===== src/rtl/sci_baud_gen.sv =====
module sci_baud_gen #(
  parameter int DIV_W   = 13,
  parameter int OVS     = 16,
  parameter int RST_DIV = 4
) (
  input  logic       clk,
  input  logic       rst_n,
  input  logic       wr_en,
  input  logic       addr,
  input  logic [7:0] wdata,
  output logic [7:0] rdata,
  input  logic       rx_en,
  input  logic       tx_en,
  output logic       ovs_tick,
  output logic       bit_tick
);
  localparam int PW = DIV_W + 1;
  localparam int SW = $clog2(OVS);
  localparam int HW = DIV_W - 8;

  logic [7:0]       hi_q;
  logic [DIV_W-1:0] div_q;
  logic [PW-1:0]    pre_q;
  logic [SW-1:0]    sub_q;

  wire           ld      = wr_en && addr;
  wire           run     = (div_q != '0) && (rx_en || tx_en);
  wire [PW-1:0]  pre_top = {div_q, 1'b0} - PW'(1);
  wire           sub_end = (sub_q == SW'(OVS - 1));

  assign ovs_tick = run && (pre_q == pre_top);
  assign bit_tick = ovs_tick && sub_end;
  assign rdata    = addr ? div_q[7:0] : hi_q;

  always_ff @(posedge clk or negedge rst_n) begin
    if (!rst_n) begin
      hi_q  <= '0;
      div_q <= DIV_W'(RST_DIV);
    end else if (wr_en) begin
      if (!addr) hi_q  <= wdata;
      else       div_q <= {hi_q[HW-1:0], wdata};
    end
  end

  always_ff @(posedge clk or negedge rst_n) begin
    if (!rst_n) begin
      pre_q <= '0;
      sub_q <= '0;
    end else if (ld || !run) begin
      pre_q <= '0;
      sub_q <= '0;
    end else if (ovs_tick) begin
      pre_q <= '0;
      sub_q <= sub_end ? '0 : sub_q + SW'(1);
    end else begin
      pre_q <= pre_q + PW'(1);
    end
  end
endmodule



===== config.mk =====
export PLATFORM = sky130hd
export DESIGN_NAME = sci_baud_gen
export DESIGN_NICKNAME = d
export VERILOG_FILES = /design/src/rtl/sci_baud_gen.sv
export SDC_FILE = /design/constraint.sdc
export NUM_CORES = 1
export LEC_CHECK = 0
export BUFFER_PORTS_ARGS = -buffer_cell sky130_fd_sc_hd__buf_4
export CAP_MARGIN = 0
export CORE_ASPECT_RATIO = 1.1
export CORE_MARGIN = 2
export CORE_UTILIZATION = 35
export CTS_CLUSTER_SIZE = 8
export DETAILED_ROUTE_END_ITERATION = 10
export PLACE_DENSITY = 0.58
export SETUP_SLACK_MARGIN = 0.05
export SLEW_MARGIN = 30
export SYNTH_ARGS = -nofsm -noshare
export SYNTH_HDL_FRONTEND = slang
export SYNTH_SLANG_ARGS = --single-unit

===== constraint.sdc =====
create_clock -name clk -period 5.2 [get_ports clk]
set_input_delay 1.04 -clock clk [delete_from_list [all_inputs] [get_ports clk]]
set_output_delay 1.04 -clock clk [all_outputs]
set_load 0.01 [all_outputs]

# After elaboration in Yosys (flattened, before gate mapping)
# Cells that the tools add are included.
# word_totals
regBits,39
in_bits,14
word_cells,27
# classes
n_addsub,3
eq_ne,2
muxes,6
bitwise,1
n_reduce_logical,11
# ops
operator,count
$mux W14,2
$add A14 B1 Y14 const B,1
$eq A14 B14 Y1,1
$sub A14 B1 Y14 const B,1
$reduce_bool A13 Y1,1
$mux W4,3
$mux W8,1
$add A4 B1 Y4 const B,1
$eq A4 B4 Y1 const B,1
$logic_and A1 B1 Y1,4
$reduce_and A2 Y1,2
$logic_or A1 B1 Y1,2
$reduce_bool A2 Y1,1
$logic_not A1 Y1,1
$not A1 Y1,1

# Logic depth before layout (Yosys ltp)
# depth
ltp_word,5
depth_mapped,11

# Worst setup path after synthesis
# OpenSTA, ideal clock, no wires.
# synth_timing
kind,input-to-output
start,input tx_en
end,output bit_tick
arrival_ns,1.995
required_ns,4.160
slack_ns,2.165
path_stages,6
path_buffers,0
cell_sequence,o21ai_0 > a21oi_1 > nand4_1 > nor4_2 > o2111ai_4 > nor2_1
# synth_between
elab_chain_cells,4
# synth_rtl
item,line_no,text
"start, declared",13,"input logic tx_en,"
$logic_or A1 B1 Y1,27,wire run = (div_q != '0) && (rx_en || tx_en);
$logic_and A1 B1 Y1,27,
$logic_and A1 B1 Y1,31,assign ovs_tick = run && (pre_q == pre_top);
$logic_and A1 B1 Y1,32,assign bit_tick = ovs_tick && sub_end;
"end, declared",15,output logic bit_tick
# No other way between the ends.

# Worst setup path in the final report
# layout_timing
start,register div_q[0]
end,output bit_tick
# layout_between
elab_chain_cells,4
elab_cells_between_ends,6
# layout_rtl
item,line_no,text
"start, declared",22,logic [DIV_W-1:0] div_q;
"start signal, assigned",38,div_q <= DIV_W'(RST_DIV);
"start signal, assigned",41,"else div_q <= {hi_q[HW-1:0], wdata};"
$sub A14 B1 Y14 or $reduce_bool A13 Y1 (tied branches),"28, 27",
$eq A14 B14 Y1 or $logic_and A1 B1 Y1 (tied branches),"31, 27",
$logic_and A1 B1 Y1 *,31,
$logic_and A1 B1 Y1 *,32,
# Mark *: on every way between the ends. The rest lies on a longest branch, timed or not.

==> impl_metrics.py <==
metrics = {
    "grt": {
        "grt_usage_pct": 14.0,
        "grt_pass1_wl_mm": 7.59,
        "gr-total-overflow": 0,
        "grt_max_degree": 40,
        "first_global_vias": 1557,
        "antenna_found_initial": 0,
    },
    "yosys": {
        "yosysUniqueCellTypes": 43,
        "synth_nets": 226,
        "synth-seq-area-share_pct": 44.3,
        "synth-main-ff-cell": "dfrtp_1",
        "ys_ff_latch": 39,
        "yosys_warnings": 0,
        "syn_inst": 209,
        "syn_area_um2": 2200,
        "synth-edff-count": 0,
        "synthArstFlopShare_pct": 100,
        "postSynthAreaPerCell_um2": 10.5,
    },
    "pwr": {
        "switching_share_pct": 31.4,
        "p_sw_mw": 0.236,
        "internal-power_mw": 0.516,
        "total_power_mw": 0.752,
        "p_leak_nw": 1.09,
        "power_density_nw_per_um2": 298,
        "pwr-share-seq_pct": 51.0,
        "combPwrFrac_pct": 21.1,
        "ir_worst_vdd_uv": 185,
        "pwr-share-clk_pct": 27.9,
    },
    "clock_tree": {
        "cts-resized-gates": 0,
        "cts_hold_buf": 0,
        "cts_tree": "built",
        "cts.sinks": 39,
        "ctsLongestPathBuffers": 2,
        "post-cts-setup-buffers": 0,
        "htree_levels": 2,
        "root_buffer": "clkbuf_8",
        "cts_buffers": 5,
        "clk_latency_ns": 0.29,
        "clk_pin_slew_ns": 0.08,
    },
    "detailed_routing": {
        "drt_wl_total_mm": 4.47,
        "drcViolationCount": 0,
        "wire_per_inst_um": 14.3,
        "routed-via-count": 1557,
        "drtIter0Drc": 48,
        "antenna_left": 0,
        "first_pass_iters": 4,
        "via_per_inst": 4.99,
    },
    "finish": {
        "final_common_cell": "dfrtp_1",
        "instances_no_fill": 312,
        "fillers": 613,
        "nNetsFinal": 248,
        "final_area_um2": 2530,
        "diodes": 0,
        "layout-area-overhead-vs-synth_pct": 14.6,
        "utilization_pct": 41.3,
        "final_cell_mix": "dfrtp_1, mux2_2, nor2_1, buf_4, xor2_1",
        "drive_gt1_share_pct": 29.3,
    },
    "timing": {
        "period_share_pct": 69.2,
        "hold_slack_ns": 0.507,
        "post-route-worst-setup-slack_ns": 1.60,
        "worstMarginPinSlew_ns": 0.751,
        "fin_crit_ns": 3.60,
        "slew_violations": 0,
        "timing.slew.headroom_pct": 49.8,
        "setup-tns-final_ns": 0,
        "hold_viol_final": 0,
        "rsz0062_at_grt": "false",
        "skew_ns": 0.00628,
        "setup_viol": 0,
        "clock.fmax_mhz": 278,
    },
    "placement": {
        "gp_congestion": 0.804,
        "preCtsSetupSlack_ns": 1.87,
        "place_area_um2": 2440,
        "hpwl_mm": 3.23,
        "io_buffers": 23,
        "dp.cells": 304,
    },
    "setup_path": {
        "critPathArrivalTime_ns": 2.56,
        "path_class": "reg2out",
        "worstPathRequired_ns": 4.16,
        "crit_buf_inv": 2,
        "startpoint": "div_q[0]$_DFFE_PN0P_",
        "worstReg2RegStart": "div_q[0]$_DFFE_PN0P_",
        "slowest_delay_ns": 0.48,
        "worstSetupEndpointType": "output port",
        "start_kind": "flip-flop",
        "crit_slowest_cell": "dfrtp_1",
        "crit_chain": "inv_1 > ha_1 > nand2b_1 > a21boi_1 > o31ai_1 > nor4_2 > o2111ai_4 > nor2_1 > buf_4",
        "critPathTopFamily": "simple AND/OR/NAND/NOR gates",
        "critPathMaxFanout": 11,
    },
    "min_path": {
        "worstHoldPathType": "reg2reg",
        "hold_start": "hi_q[6]$_DFFE_PN0P_",
    },
    "job": {
        "drv_cap": 0,
    },
    "floorplan": {
        "die_y_um": 87.2,
        "coreArea_um2": 6120,
        "ios": 24,
        "die-area_um2": 6950,
        "std_cell_rows": 30,
        "start_util_pct": 36.0,
        "dieWidth_um": 79.7,
    },
    "status": {
        "status": "finished, final reports clean",
    },
}
## cell usage after synthesis, types with 2 or more instances
master    count  area (um2)
ha_1          3        37.5
buf_2         2        10.0
nand2_1      12        45.0
a31oi_1       3        18.8
nor2b_1       2        12.5
nor2_1       23        86.3
o21ai_0       6        30.0
nand2b_1      2        12.5
nand3_1       8        40.0
mux2_2       30         338
xnor2_1      11        96.3
a21oi_1       8        40.0
o31ai_1       2        15.0
clkbuf_1      4        15.0
xor2_1       14         123
nor3_1        3        15.0
nand4_1       2        12.5
dfrtp_1      38         951
inv_1         8        30.0
and3_1        5        31.3
## power by group through the flow
stage	clock network (mW)	registers, mW	logic [mW]
final	0.210	0.383	0.159
after global routing	0.230	0.390	0.179
after CTS	0.218	0.383	0.162
after detailed placement	0	0.389	0.161
after global placement	0	0.389	0.160
after floorplan	0	0.369	0.124
## kinds of logic (layout without fill, tap and decap cells)
group                    count (synthesis)  in the layout  synth area share [%]
multiplexers                            31             31                  15.8
flip-flops                              39             39                  44.3
AND/OR/NAND/NOR                         71             71                  17.7
XOR/XNOR                                25             25                  9.93
adder cells (fa/ha/maj)                  3              3                  1.70
buffers and inverters                   16             39                  3.18
AO/OA/AOI/OAI                           24             24                  7.38
## routing by layer
metal	track usage [%]	vias up	part of all wire (%)
met4	4.55	0	1.3
met2	23.0	27	50
li1	-	771	-
met5	0	-	0
met3	3.11	5	3.4
met1	18.4	754	46
## state kept, by name, indices dropped and copies added (netlist names)
name and cells:
hi_q 8, pre_q 14, div_q 13, sub_q 4
## path summary, 6_finish.rpt
| check | slack (ns) | end | depth (start not counted) |
|---|---|---|---|
| max | 1.60 | bit_tick | 9 |
| min | 0.51 | hi_q[6]$_DFFE_PN0P_ | 1 |
| max reg2reg | 2.47 | sub_q[3]$_DFFE_PN0P_ | 9 |
| min reg2reg | 0.51 | hi_q[6]$_DFFE_PN0P_ | 1 |
| max in group asynchronous | 4.12 | div_q[2]$_DFFE_PN1P_ | 1 |
| min in group asynchronous | 0.70 | pre_q[5]$_DFF_PN0_ | 1 |
## area by class of cell
| class | instances | area [um2] | area share, % |
|---|---|---|---|
| clock buffers | 5 | 68.8 | 2.72 |
| clock inverters | 3 | 20.0 | 0.792 |
| repair buffers | 23 | 173 | 6.84 |
| well taps | 80 | 100 | 3.96 |
| flip-flops and latches | 39 | 977 | 38.7 |
| multi-input cells | 154 | 1160 | 45.8 |
| inverters | 8 | 30.0 | 1.19 |
(Power assumes the default switching activity.)
